File: config.mk
export PLATFORM = sky130hd
export DESIGN_NAME = gpfield_gpio
export DESIGN_NICKNAME = d
export VERILOG_FILES = /design/src/rtl/gpfield_pkg.sv /design/src/rtl/gpfield_sync.sv /design/src/rtl/gpfield_detect.sv /design/src/rtl/gpfield_regs.sv /design/src/rtl/gpfield_gpio.sv
export SDC_FILE = /design/constraint.sdc
export NUM_CORES = 1
export LEC_CHECK = 0
export BUFFER_PORTS_ARGS = -buffer_cell sky130_fd_sc_hd__buf_4
export CORE_MARGIN = 5
export CORE_UTILIZATION = 31
export DETAILED_ROUTE_END_ITERATION = 8
export PLACE_DENSITY = 0.47
export SETUP_SLACK_MARGIN = 0.02
export SLEW_MARGIN = 30
export SYNTH_ARGS = -nofsm -noshare
export SYNTH_HDL_FRONTEND = slang
export SYNTH_HIERARCHICAL = 1
export SYNTH_SLANG_ARGS = --single-unit
File: constraint.sdc
create_clock -name clk -period 5.15 [get_ports clk]
set_clock_uncertainty 0.15 [all_clocks]
set_input_delay 0.2575 -clock clk [delete_from_list [all_inputs] [get_ports clk]]
set_output_delay 0.2575 -clock clk [all_outputs]
set_load 0.005 [all_outputs]
File: src/rtl/gpfield_pkg.sv
package gpfield_pkg;
   localparam logic [7:0] OFF_LEVEL  = 8'h00;
   localparam logic [7:0] OFF_DOUT   = 8'h04;
   localparam logic [7:0] OFF_DIR    = 8'h08;
   localparam logic [7:0] OFF_FN_LO  = 8'h10;
   localparam logic [7:0] OFF_FN_HI  = 8'h14;
   localparam logic [7:0] OFF_DET_LO = 8'h18;
   localparam logic [7:0] OFF_DET_HI = 8'h1C;
   localparam logic [7:0] OFF_IEN    = 8'h20;
   localparam logic [7:0] OFF_MASK   = 8'h24;
   localparam logic [7:0] OFF_FLAG   = 8'h28;

   typedef enum logic [1:0] {
      TRIG_LOW  = 2'd0,
      TRIG_HIGH = 2'd1,
      TRIG_FALL = 2'd2,
      TRIG_RISE = 2'd3
   } trig_e;
endpackage

File: src/rtl/gpfield_sync.sv
module gpfield_sync #(
   parameter int WIDTH  = 32,
   parameter int STAGES = 2
) (
   input  logic             clk,
   input  logic             rst_n,
   input  logic [WIDTH-1:0] din,
   output logic [WIDTH-1:0] dout
);
   logic [WIDTH-1:0] stg [STAGES];

   always_ff @(posedge clk or negedge rst_n) begin
      if (!rst_n) stg[0] <= '0;
      else        stg[0] <= din;
   end

   for (genvar s = 1; s < STAGES; s++) begin : g_stage
      always_ff @(posedge clk or negedge rst_n) begin
         if (!rst_n) stg[s] <= '0;
         else        stg[s] <= stg[s-1];
      end
   end

   assign dout = stg[STAGES-1];
endmodule

File: src/rtl/gpfield_detect.sv
module gpfield_detect
   import gpfield_pkg::*;
#(
   parameter int NPINS = 32
) (
   input  logic                  clk,
   input  logic                  rst_n,
   input  logic [NPINS-1:0]      lvl,
   input  logic [NPINS-1:0][1:0] trig,
   input  logic [NPINS-1:0]      src_ok,
   output logic [NPINS-1:0]      hit
);
   logic [NPINS-1:0] prev_q;

   always_ff @(posedge clk or negedge rst_n) begin
      if (!rst_n) prev_q <= '0;
      else        prev_q <= lvl;
   end

   for (genvar p = 0; p < NPINS; p++) begin : g_pin
      logic cond;
      always_comb begin
         unique case (trig_e'(trig[p]))
            TRIG_LOW:  cond = !lvl[p];
            TRIG_HIGH: cond =  lvl[p];
            TRIG_FALL: cond =  prev_q[p] && !lvl[p];
            TRIG_RISE: cond = !prev_q[p] &&  lvl[p];
            default:   cond = 1'b0;
         endcase
      end
      assign hit[p] = cond && src_ok[p];

      // an edge hit needs a level change since the previous cycle
      p_edge_change_r5: assert property (@(posedge clk) disable iff (!rst_n)
         (hit[p] && trig[p][1]) |-> (lvl[p] != $past(lvl[p])));
   end
endmodule

File: src/rtl/gpfield_regs.sv
module gpfield_regs
   import gpfield_pkg::*;
#(
   parameter int NPINS  = 32,
   parameter int ADDR_W = 8
) (
   input  logic              clk,
   input  logic              rst_n,
   input  logic              bus_wr,
   input  logic [ADDR_W-1:0] bus_addr,
   input  logic [NPINS-1:0]  bus_wdata,
   output logic [NPINS-1:0]  bus_rdata,
   input  logic [NPINS-1:0]  lvl,
   input  logic [NPINS-1:0]  hit,
   output logic [NPINS-1:0]  dout_q,
   output logic [NPINS-1:0]  dir_q,
   output logic [NPINS-1:0]  fn_lo_q,
   output logic [NPINS-1:0]  fn_hi_q,
   output logic [NPINS-1:0]  det_lo_q,
   output logic [NPINS-1:0]  det_hi_q,
   output logic [NPINS-1:0]  ien_q,
   output logic [NPINS-1:0]  mask_q,
   output logic [NPINS-1:0]  flag_q
);
   localparam logic [ADDR_W-1:0] A_LEVEL  = ADDR_W'(OFF_LEVEL);
   localparam logic [ADDR_W-1:0] A_DOUT   = ADDR_W'(OFF_DOUT);
   localparam logic [ADDR_W-1:0] A_DIR    = ADDR_W'(OFF_DIR);
   localparam logic [ADDR_W-1:0] A_FN_LO  = ADDR_W'(OFF_FN_LO);
   localparam logic [ADDR_W-1:0] A_FN_HI  = ADDR_W'(OFF_FN_HI);
   localparam logic [ADDR_W-1:0] A_DET_LO = ADDR_W'(OFF_DET_LO);
   localparam logic [ADDR_W-1:0] A_DET_HI = ADDR_W'(OFF_DET_HI);
   localparam logic [ADDR_W-1:0] A_IEN    = ADDR_W'(OFF_IEN);
   localparam logic [ADDR_W-1:0] A_MASK   = ADDR_W'(OFF_MASK);
   localparam logic [ADDR_W-1:0] A_FLAG   = ADDR_W'(OFF_FLAG);

   logic             wr_flag, wr_mask;
   logic [NPINS-1:0] w1c, unmask_clr, flag_nxt;

   assign wr_flag = bus_wr && (bus_addr == A_FLAG);
   assign wr_mask = bus_wr && (bus_addr == A_MASK);

   always_comb begin
      w1c        = wr_flag ? bus_wdata : '0;
      unmask_clr = wr_mask ? (mask_q & ~bus_wdata) : '0;
      flag_nxt   = (flag_q & ~w1c & ~unmask_clr) | hit;
   end

   always_ff @(posedge clk or negedge rst_n) begin
      if (!rst_n) begin
         dout_q   <= '0;
         dir_q    <= '0;
         fn_lo_q  <= '0;
         fn_hi_q  <= '0;
         det_lo_q <= '0;
         det_hi_q <= '0;
         ien_q    <= '0;
         mask_q   <= '0;
         flag_q   <= '0;
      end else begin
         if (bus_wr) begin
            if (bus_addr == A_DOUT)   dout_q   <= bus_wdata;
            if (bus_addr == A_DIR)    dir_q    <= bus_wdata;
            if (bus_addr == A_FN_LO)  fn_lo_q  <= bus_wdata;
            if (bus_addr == A_FN_HI)  fn_hi_q  <= bus_wdata;
            if (bus_addr == A_DET_LO) det_lo_q <= bus_wdata;
            if (bus_addr == A_DET_HI) det_hi_q <= bus_wdata;
            if (bus_addr == A_IEN)    ien_q    <= bus_wdata;
            if (bus_addr == A_MASK)   mask_q   <= bus_wdata;
         end
         flag_q <= flag_nxt;
      end
   end

   always_comb begin
      unique case (bus_addr)
         A_LEVEL:  bus_rdata = lvl;
         A_DOUT:   bus_rdata = dout_q;
         A_DIR:    bus_rdata = dir_q;
         A_FN_LO:  bus_rdata = fn_lo_q;
         A_FN_HI:  bus_rdata = fn_hi_q;
         A_DET_LO: bus_rdata = det_lo_q;
         A_DET_HI: bus_rdata = det_hi_q;
         A_IEN:    bus_rdata = ien_q;
         A_MASK:   bus_rdata = mask_q;
         A_FLAG:   bus_rdata = flag_q;
         default:  bus_rdata = '0;
      endcase
   end

   // a newly set flag always comes from a detector hit
   p_flag_source_r6: assert property (@(posedge clk) disable iff (!rst_n)
      (flag_q & ~$past(flag_q) & ~$past(hit)) == '0);
   // written ones clear unless a hit arrived together with the write
   p_w1c_r7: assert property (@(posedge clk) disable iff (!rst_n)
      $past(wr_flag) |-> ((flag_q & $past(bus_wdata) & ~$past(hit)) == '0));
   // a hit always leaves its flag set
   p_set_wins_r8: assert property (@(posedge clk) disable iff (!rst_n)
      (|hit) |=> ((flag_q & $past(hit)) == $past(hit)));
   // unmasking a pin drops its flag
   p_unmask_clr_r10: assert property (@(posedge clk) disable iff (!rst_n)
      $past(wr_mask) |->
         ((flag_q & $past(mask_q) & ~$past(bus_wdata) & ~$past(hit)) == '0));
   // without a bus write no flag is lost
   p_sticky_r11: assert property (@(posedge clk) disable iff (!rst_n)
      !$past(bus_wr) |-> (($past(flag_q) & ~flag_q) == '0));
endmodule

File: src/rtl/gpfield_gpio.sv
module gpfield_gpio
   import gpfield_pkg::*;
#(
   parameter int NPINS       = 32,
   parameter int ADDR_W      = 8,
   parameter int SYNC_STAGES = 2
) (
   input  logic              clk,
   input  logic              rst_n,
   input  logic              bus_wr,
   input  logic [ADDR_W-1:0] bus_addr,
   input  logic [NPINS-1:0]  bus_wdata,
   output logic [NPINS-1:0]  bus_rdata,
   input  logic [NPINS-1:0]  pad_in,
   output logic [NPINS-1:0]  pad_out,
   output logic [NPINS-1:0]  pad_oe,
   output logic [NPINS-1:0]  alt_active,
   output logic              irq
);
   localparam int HALF = NPINS / 2;

   if (NPINS % 2 != 0 || NPINS < 2 || NPINS > 32) begin : g_bad_npins
      $error("gpfield_gpio: NPINS must be even and within 2..32");
   end
   if (ADDR_W < 6) begin : g_bad_addr
      $error("gpfield_gpio: ADDR_W too small for the register map");
   end
   if (SYNC_STAGES < 2) begin : g_bad_sync
      $error("gpfield_gpio: SYNC_STAGES must be at least 2");
   end

   logic [NPINS-1:0] lvl, hit, src_ok, gpio_mode;
   logic [NPINS-1:0] dout_q, dir_q, fn_lo_q, fn_hi_q, det_lo_q, det_hi_q;
   logic [NPINS-1:0] ien_q, mask_q, flag_q;
   logic [NPINS-1:0][1:0] fn_c, trig_c;

   gpfield_sync #(.WIDTH(NPINS), .STAGES(SYNC_STAGES)) u_sync (
      .clk(clk), .rst_n(rst_n), .din(pad_in), .dout(lvl));

   gpfield_regs #(.NPINS(NPINS), .ADDR_W(ADDR_W)) u_regs (
      .clk(clk), .rst_n(rst_n), .bus_wr(bus_wr), .bus_addr(bus_addr),
      .bus_wdata(bus_wdata), .bus_rdata(bus_rdata), .lvl(lvl), .hit(hit),
      .dout_q(dout_q), .dir_q(dir_q), .fn_lo_q(fn_lo_q), .fn_hi_q(fn_hi_q),
      .det_lo_q(det_lo_q), .det_hi_q(det_hi_q), .ien_q(ien_q),
      .mask_q(mask_q), .flag_q(flag_q));

   for (genvar p = 0; p < NPINS; p++) begin : g_field
      localparam int SH = 2 * (p % HALF);
      if (p < HALF) begin : g_lo
         assign fn_c[p]   = fn_lo_q[SH +: 2];
         assign trig_c[p] = det_lo_q[SH +: 2];
      end else begin : g_hi
         assign fn_c[p]   = fn_hi_q[SH +: 2];
         assign trig_c[p] = det_hi_q[SH +: 2];
      end
      assign gpio_mode[p]  = (fn_c[p] == 2'd0);
      assign alt_active[p] = !gpio_mode[p];
      assign pad_oe[p]     = gpio_mode[p] && dir_q[p];
      assign src_ok[p]     = gpio_mode[p] && ien_q[p];
   end

   gpfield_detect #(.NPINS(NPINS)) u_detect (
      .clk(clk), .rst_n(rst_n), .lvl(lvl), .trig(trig_c),
      .src_ok(src_ok), .hit(hit));

   assign pad_out = dout_q;
   assign irq     = |(flag_q & ien_q & ~mask_q & gpio_mode);

   // the detector never fires for an ineligible pin
   p_hit_eligible_r6: assert property (@(posedge clk) disable iff (!rst_n)
      (hit & ~src_ok) == '0);
   // no enabled, unmasked flag means no interrupt
   p_irq_quiet_r9: assert property (@(posedge clk) disable iff (!rst_n)
      ((flag_q & ien_q & ~mask_q) == '0) |-> !irq);
   // the port never drives a pad that an alternate function owns
   p_oe_gpio_only_r4: assert property (@(posedge clk) disable iff (!rst_n)
      (pad_oe & alt_active) == '0);
endmodule

# [After elaboration in Yosys (flattened, before gate mapping)]
# Index checks and enable logic that the tools add are counted.
[classes] add_sub_neg=0 multipliers=0 div_mod_pow=0 n_lt_le_gt_ge=0 eq_ne=105 shifts=0 mux=35 bitwise_logic=11 reduce_logical=332
[ops] operator="32-bit one-hot mux with 10 select lines" count=1
[ops] operator="32-bit bitwise AND" count=6
[ops] operator="1-bit logical AND" count=162
[ops] operator="2-bit == test (second input constant)" count=64
[ops] operator="2-bit zero test" count=64
[ops] operator="32-bit NOT" count=4
[ops] operator="1-bit one-hot mux with 4 select lines" count=32
[ops] operator="1-bit zero test" count=96
[ops] operator="2-bit by 1-bit == test with 1-bit output (second input constant)" count=32
[ops] operator="32-bit 2-to-1 mux" count=2
[ops] operator="8-bit by 5-bit == test with 1-bit output (second input constant)" count=4
[ops] operator="32-bit bitwise OR" count=1
[ops] operator="32-bit OR reduction" count=1
[ops] operator="8-bit by 6-bit == test with 1-bit output (second input constant)" count=3
[ops] operator="2-bit AND reduction" count=8
[ops] operator="8-bit by 3-bit == test with 1-bit output (second input constant)" count=1
[ops] operator="8-bit by 4-bit == test with 1-bit output (second input constant)" count=1
[ops] operator="8-bit zero test" count=1
[totals] register_bits=384 latch_bits=0 ramBits=0 mem_bits_ro=0 input_bits=75 out_inout_bits=129 wordCells=495 mem_count=0

# [Depth between registers and ports, before layout]
# Gate-level depths: netlist of run 1.
[depth] ltp_word=7 mapped_depth=8 mapped_depth_nobuf=4

# [Cells and area by module]
# The synthesis of run 1 kept the hierarchy.
[by_module_without_submodules] module="gpfield_regs" n_inst=1 cells_each=1110 area_each_um2=14000.9 seq_area_each_um2=7206.9
[by_module_without_submodules] module="gpfield_detect" n_inst=1 cells_each=191 area_each_um2=2072.0 seq_area_each_um2=800.8
[by_module_without_submodules] module="gpfield_sync" n_inst=1 cells_each=96 area_each_um2=1841.8 seq_area_each_um2=1601.5
[by_module_without_submodules] module="gpfield_gpio" n_inst=1 cells_each=181 area_each_um2=1032.2 seq_area_each_um2=0.0

# [Worst setup path before layout of run 1]
# Ideal clock, no wire load.
[synth_timing] kind="input to output" from="input bus_addr[2]" to="output bus_rdata[25]" arrival_time_ps=1747 required_time_ps=4743 path_slack_ps=2996 stages=6 n_path_buf=2 cell_sequence="buf_2 or3_1 buf_2 or4b_1 a2bb2oi_1 o211ai_1"
[synth_between] elab_chain_cells=2 word_cells_on_any_way=11 cone_classes="9 x eq/ne; 1 x mux; 1 x reduce/logical"
[synth_rtl] item="from (decl)" line="gpfield_gpio.sv:11" text="input logic [ADDR_W-1:0] bus_addr,"
[synth_rtl] item="8-bit by 6-bit == test with 1-bit output, or another cell as far along" line="gpfield_regs.sv:75" text="unique case (bus_addr)"
[synth_rtl] item="32-bit one-hot mux with 10 select lines *" line="gpfield_regs.sv:75"
[synth_rtl] item="to (decl)" line="gpfield_gpio.sv:13" text="output logic [NPINS-1:0] bus_rdata,"
# Every way passes the cells marked *; elsewhere a longest branch is shown, timed or not.

# [Final worst setup path of run 1]
[layout_timing] from="input bus_addr[5]" to="output bus_rdata[0]"
# The elaborated chain is that of the path after synthesis.

==> metrics.txt, run 1 <==
drc violations=0; number of placed instances, taps included=~2,400; synth top area cells=dfrtp_1 (51%), mux2_2 (15%), mux2i_1 (3.7%); count of final max-slew check failures=0; Critical Path Slowest Stage Cell=and2_0; post-cts sizing count=0; final cell count without fillers=2,594; critical path endpoint category=output pin; period utilisation layout=between 70% and 80%; Tightest Pin Transition=about 1.1 ns; number of hold-slack violations in the final timing report=0; P&R area growth vs syn=22.18%; total chip power=between 7 and 8 mW; Critical Path Max Stage Delay=between 0.8 and 0.9 ns; path type of the worst setup path=in -> out; count of nets left with antenna violations after detail routing=0; number of flip-flops and latches in the synthesized netlist=384; path type of the worst min-delay path=in -> async; number of vias per cell=5.421; number of maximum-capacitance constraint violations=0; worst slew margin relative to its limit=~26%; clk root buf=clkbuf_16; cell type with the highest occurrence count on the critical path=buf_4; worst setup margin=approximately 1.5 ns; number of buffers added by the clock tree synthesis step=46; post-synthesis instance area=around 19,000 sq um; number of buffers between clock root and the deepest sink=3; worst slack at placement=roughly 1.6 ns; clk slew on worst S/H paths=roughly 0.060 ns; Floorplan Core Area=about 60,000 sq um; setup repair after global routing missed its margin=no; CTS tree=yes; Max VDD drop=~220 uV; final critical path time including I/O delays and setup=approximately 3.7 ns; filler instances=around 5,900; initial DRC count=around 990; initial core utilization=a little under a third; Clk Latency, worst-skew pair=0.58 ns; number of different library cells in the post-synthesis netlist=66; Post-CTS Hold Fix Bufs=65; height of the chip=between 200 and 300 um; buffers inserted by post-CTS timing repair=0; Synth top area share=50.72%; Pre-Repair DR Iteration Count=5; synthesized netlist net count=between 1,500 and 2,000; largest net degree at the start of global routing=roughly 120; highest fanout seen on the critical path=41; overall die width=between 200 and 300 um; average footprint of a synthesized cell=12.01 sq um; Port-buffer cells=around 200; weighted congestion reported at the end of routability-driven placement=0.8455; DR WL/cell=roughly 28 um; number of standard-cell rows in the floorplan=90; library cell with the largest summed area after synthesis=dfrtp_1; total track usage=a little over a fifth; number of nets in the final layout=about 1,900; WP data arrival=roughly 3.3 ns; wire length of the first global-routing pass=104,600 um; Critical Path RT=around 4.7 ns; setup total negative slack=0 ns; smallest hold slack=~0.17 ns; most frequently used flop master after synthesis=dfrtp_1; cells traversed along the worst timing path=buf_4 > nor4b_4 > and2_0 > a2111oi_0 > o211ai_1 > buf_4; gate count after technology mapping=approximately 1,600; deepest level of the CTS H-tree=2; aggregate routed wire length=72,380 um; share of synthesized registers carrying an async set or reset=100.0%; share of cells above drive strength 1=between 30 and 40%; IO Pins=approximately 200; total via count after detailed routing=~14,000; maximum frequency from static timing analysis=271.7 MHz; die area=66,160 sq um; Power per Cell Area=329.6 nW/um^2; outcome=completed; warning count from the yosys run=6; final number of setup-violating endpoints=0; GRT overflow=0; number of synthesized flops with an enable pin=0; Critical Path Start Type=input pin; sequential area share after synthesis=around 51%; number of clock sinks=roughly 380; leakage power total=between 10 and 15 nW; diode count=0; vias in the first global route=between 10,000 and 15,000; half-perimeter wire length after placement=between 40,000 and 50,000 um; initial antenna violation count=3
[where the power goes]
| part | internal [mW] | total [mW] | leakage [nW] | switching, mW |
|---|---|---|---|---|
| logic | 0.444 | 0.901 | 4.71 | 0.457 |
| clock network | 1.90 | 3.23 | 0.744 | 1.32 |
| registers | 3.25 | 3.50 | 5.04 | 0.247 |
[area by class of cell]
type                       instances  area [sq um]  area share [%]
multi-input combinational        999          8438           36.45
tap                              782         978.4           4.227
inverter                          48         180.2          0.7783
clock inverter                    14         105.1          0.4540
sequential                       384          9609           41.51
timing repair buffer             299          2452           10.59
clock buffer                      68          1385           5.983
[worst max-delay path: cells and delay by family]
family	cells	cell delay [ns]
AOI/OAI and AO/OA	2	0.54
buffers and inverters	2	0.81
and+or+nand+nor	2	1.63
[cell usage in the layout (no fill, tap or decap), types with 26 or more instances in the layout]
cell type | Yosys | layout
dfrtp_1 | 384 | 384
mux2_2 | 252 | 252
buf_4 | 40 | 230
nand2_1 | 87 | 87
mux2i_1 | 70 | 70
dlygate4sd3_1 | 0 | 65
inv_1 | 48 | 48
clkbuf_16 | 0 | 47
a21oi_1 | 42 | 42
nor2_1 | 41 | 41
nand3b_1 | 36 | 36
nor3b_1 | 33 | 32
nor2b_4 | 31 | 32
nor3_2 | 31 | 31
o21a_1 | 31 | 31
a31o_2 | 29 | 29
a32oi_1 | 26 | 26
[cells in the mapped netlist, types with 9 or more instances]
| cell type | instances |
|---|---|
| mux2_1 | 15 |
| dfrtp_1 | 384 |
| a21oi_1 | 42 |
| nor2b_4 | 31 |
| inv_1 | 48 |
| a31o_2 | 29 |
| nor3b_1 | 33 |
| or2_1 | 24 |
| mux2i_1 | 70 |
| o22ai_1 | 11 |
| buf_4 | 40 |
| mux2_2 | 252 |
| a32oi_1 | 26 |
| o211ai_1 | 17 |
| nor3_1 | 26 |
| buf_2 | 37 |
| o2bb2ai_1 | 10 |
| nor3_2 | 31 |
| clkbuf_1 | 23 |
| nand2_1 | 87 |
| or2_2 | 9 |
| a22oi_1 | 21 |
| nand3_1 | 27 |
| nor2b_1 | 21 |
| o21a_1 | 31 |
| nand3b_1 | 36 |
| a211o_1 | 10 |
| buf_1 | 41 |
| nor2_1 | 41 |
[stage by stage]
step                      area, sq um  util [%]
after floorplan                 18950         -
after global placement          21000     34.72
after detailed placement        21000     34.73
after CTS                       23140     38.27
after global routing            23150     38.28
final                           23150     38.28
[final timing paths]
check / slack, ns / cells after the start / endpoint / startpoint
setup reg to reg: 3.44 / 3 / u_regs/flag_q[23]$_DFF_PN0_ / u_regs/fn_hi_q[15]$_DFFE_PN0P_
hold reg to reg: 0.20 / 0 / u_sync/dout[15]$_DFF_PN0_ / u_sync/stg[47]$_DFF_PN0_
setup / recovery: 1.47 / 6 / bus_rdata[0] / bus_addr[5]
hold / removal: 0.17 / 2 / u_sync/stg[36]$_DFF_PN0_ / rst_n
min in group clk: 0.17 / 2 / u_sync/stg[50]$_DFF_PN0_ / pad_in[18]
max in group asynchronous: 3.33 / 3 / u_regs/fn_hi_q[30]$_DFFE_PN0P_ / rst_n
[layer usage]
| layer | vias up | part of all wire (%) | global-route usage (%) |
|---|---|---|---|
| met2 | 526 | 46 | 33.86 |
| met4 | 6 | 3.2 | 6.233 |
| met3 | 126 | 6.9 | 4.922 |
| met5 | - | 0.072 | 0 |
| li1 | 6096 | - | - |
| met1 | 7307 | 44 | 29.12 |
[sequential cells by signal, indices dropped and copies added (netlist names)]
signal	cells
u_sync/stg	32
u_regs/flag_q	32
u_detect/prev_q	32
u_sync/dout	32
u_regs/fn_lo_q	32
u_regs/det_hi_q	32
u_regs/det_lo_q	32
u_regs/dir_q	32
u_regs/ien_q	32
u_regs/mask_q	32
u_regs/dout_q	32
u_regs/fn_hi_q	32
[cell families (layout without fill, tap and decap cells)]
group           Yosys count  after routing  share of synthesized area [%]
buf+inv                 195            429                          5.138
compound gates          253            253                          10.22
mux                     338            338                          19.69
xor+xnor                  2              2                        0.09247
flops                   384            384                          50.72
simple gates            406            406                          14.15
Power figures use the tool's default switching activity.
==> inputs of run 2 (changes only) <==
- PLACE_DENSITY: 0.47 -> 0.48
- clock period: 5.15 -> 3.28 ns (I/O delays scaled with it)
==> metrics.txt, run 2 (same netlist as run 1, synthesis figures left out) <==
final cell count without fillers=2,638 (+1.7%); worst slack at placement=0.6243 ns (-0.9744 ns); die area=66,160 sq um (unchanged); path type of the worst min-delay path=in -> async; wire length of the first global-routing pass=104,600 um (about the same); number of clock sinks=384 (unchanged); total via count after detailed routing=14,130 (+0.48%); worst setup margin=0.2692 ns (-1.200 ns); half-perimeter wire length after placement=51,290 um (+3.6%); weighted congestion reported at the end of routability-driven placement=0.8541 (+1.0%); footprint of the multi-input gates=8398 sq um (-0.47%); number of buffers added by the clock tree synthesis step=46 (unchanged); DR WL/cell=27.17 um (-2.6%); Max VDD drop=348.0 uV (+62%); final critical path time including I/O delays and setup=around 3 ns; Post-CTS Hold Fix Bufs=65 (unchanged); number of placed instances, taps included=2,489 (+1.7%); maximum frequency from static timing analysis=between 300 and 400 MHz; number of vias per cell=5.356 (-1.2%); critical path endpoint category=output pin; vias in the first global route=14,800 (+1.8%); Comb power frac=11.4% (-0.4 points); clk slew on worst S/H paths=0.05 ns (about the same); number of standard-cell rows in the floorplan=90 (unchanged); highest fanout seen on the critical path=3 (-93%); GRT overflow=0 (unchanged); Floorplan Core Area=60,470 sq um (unchanged); Port-buffer cells=203 (unchanged); IO Pins=204 (unchanged); Critical Path Max Stage Delay=0.70 ns (-0.12 ns); final number of setup-violating endpoints=0 (unchanged); count of nets left with antenna violations after detail routing=0 (unchanged); power dissipated by switching net loads=3.230 mW (+59%); Critical Path RT=2.97 ns (-1.77 ns); sequential share of power=44.1% (-1.8 points); overall die width=257.2 um (unchanged); Sequential cell area=9609 sq um (unchanged); buffers inserted by post-CTS timing repair=0 (unchanged); Pre-Repair DR Iteration Count=5 (unchanged); most used cells in the layout excluding fill and tap cells=dfrtp_1 (384), buf_4 (268), mux2_2 (252); setup repair after global routing missed its margin=no; aggregate routed wire length=71,660 um (-1.0%); outcome=completed; initial DRC count=1,205 (+21%); path type of the worst setup path=reg -> out; Critical Path Slowest Stage Cell=or4_1; clock group share of total power=44.5% (+2.2 points); number of nets in the final layout=1,895 (+2.3%); clk root buf=clkbuf_16; leading cell type in the layout, fill and taps excluded=dfrtp_1; period utilisation layout=around nine tenths; number of hold-slack violations in the final timing report=0 (unchanged); Clk Latency, worst-skew pair=0.60 ns (+0.02 ns); setup total negative slack=0 ns (unchanged); P&R area growth vs syn=24.73%; cells traversed along the worst timing path=nor3b_1 > a32oi_1 > nand4_1 > or4_1 > buf_4; total track usage=21.17% (-0.097 points); Placed Instance Area=21,330 sq um (+1.6%); height of the chip=257.2 um (unchanged); leakage power total=10.75 nW (+2.5%); switching share of power=25.86% (-0.72 points); worst slew margin relative to its limit=35.39% (+9.6 points); number of buffers between clock root and the deepest sink=3 (unchanged); largest net degree at the start of global routing=85 (-29%); WP data arrival=2.70 ns (-0.57 ns); share of cells above drive strength 1=39.00% (+1.1 points); initial core utilization=31.33% (unchanged); deepest level of the CTS H-tree=2 (unchanged); Power per Cell Area=528.5 nW/um^2 (+60%); Tightest Pin Transition=0.9672 ns (-0.1371 ns); initial antenna violation count=3 (unchanged); number of cells on the worst reg-to-reg path=3 (unchanged); drc violations=0 (unchanged); post-cts sizing count=0 (unchanged); design area=23,630 sq um (+2.1%); Critical Path Start Type=flip-flop; count of final max-slew check failures=0 (unchanged); Cell Int Power=9.260 mW (+65%); CTS tree=yes; number of maximum-capacitance constraint violations=0 (unchanged); filler instances=5,881 (+0.36%)
==> run 2: cell count changes in the layout (fill, tap and decap cells not counted), sizes merged <==
cell / before / now
diode: 0 / 2
clkbuf: 68 / 62
clkinvlp: 1 / 2
clkinv: 11 / 9
buf: 234 / 276
bufinv: 1 / 8
==> run 2: path summary, 6_finish.rpt <==
| path | startpoint | end | slack [ns] |
|---|---|---|---|
| max in group asynchronous | rst_n | u_regs/dout_q[24]$_DFFE_PN0P_ | 1.99 |
| hold / removal | rst_n | u_sync/stg[35]$_DFF_PN0_ | 0.01 |
| setup reg to reg | u_regs/fn_lo_q[19]$_DFFE_PN0P_ | u_regs/flag_q[9]$_DFF_PN0_ | 1.76 |
| min in group clk | bus_wr | u_regs/dir_q[8]$_DFFE_PN0P_ | 0.04 |
| hold reg to reg | u_sync/stg[55]$_DFF_PN0_ | u_sync/dout[23]$_DFF_PN0_ | 0.18 |
| setup / recovery | u_regs/ien_q[3]$_DFFE_PN0P_ | irq | 0.27 |
==> run 2: layer usage <==
layer / track usage (%) / share of wire (%)
met1: 29.25 / 44
met2: 34.35 / 47
met3: 3.588 / 5.9
met4: 6.278 / 2.8
met5: 0 / 0.018
==> run 2: per-stage QoR <==
| step | power, mW | hold slack, ns | util (%) |
|---|---|---|---|
| after floorplan | 6.190 | -0.2816 | - |
| after global placement | 6.931 | 0.08744 | 35.28 |
| after detailed placement | 6.957 | 0.1027 | 35.28 |
| after CTS | 12.64 | 0.003440 | 39.07 |
| after global routing | 12.96 | 0.05327 | 39.07 |
| final | 12.49 | 0.01319 | 39.08 |
==> run 2: worst max-delay path: cells and delay by family, from the launching register on <==
family                 cells  cell delay (ns)
AOI/OAI and AO/OA          1             0.42
buffers and inverters      1             0.20
DFF                        1             0.42
and+or+nand+nor            3             1.06
==> run 2: area by class of cell <==
type | count | share of cell area, %
clock buffers | 62 | 5.554
inverters | 48 | 0.7624
diodes | 2 | 0.02118
multi-input cells | 999 | 35.54
flip-flops and latches | 384 | 40.66
clock inverters | 20 | 1.403
well taps | 782 | 4.140
repair buffers | 341 | 11.92
==> run 2: power groups by stage <==
stage               clock network (mW)  logic [mW]  registers, mW
floorplan                            0       0.790           5.40
global placement                     0        1.35           5.58
detailed placement                   0        1.36           5.59
CTS                               5.69        1.43           5.51
global route                      5.86        1.54           5.56
finish                            5.55        1.43           5.51
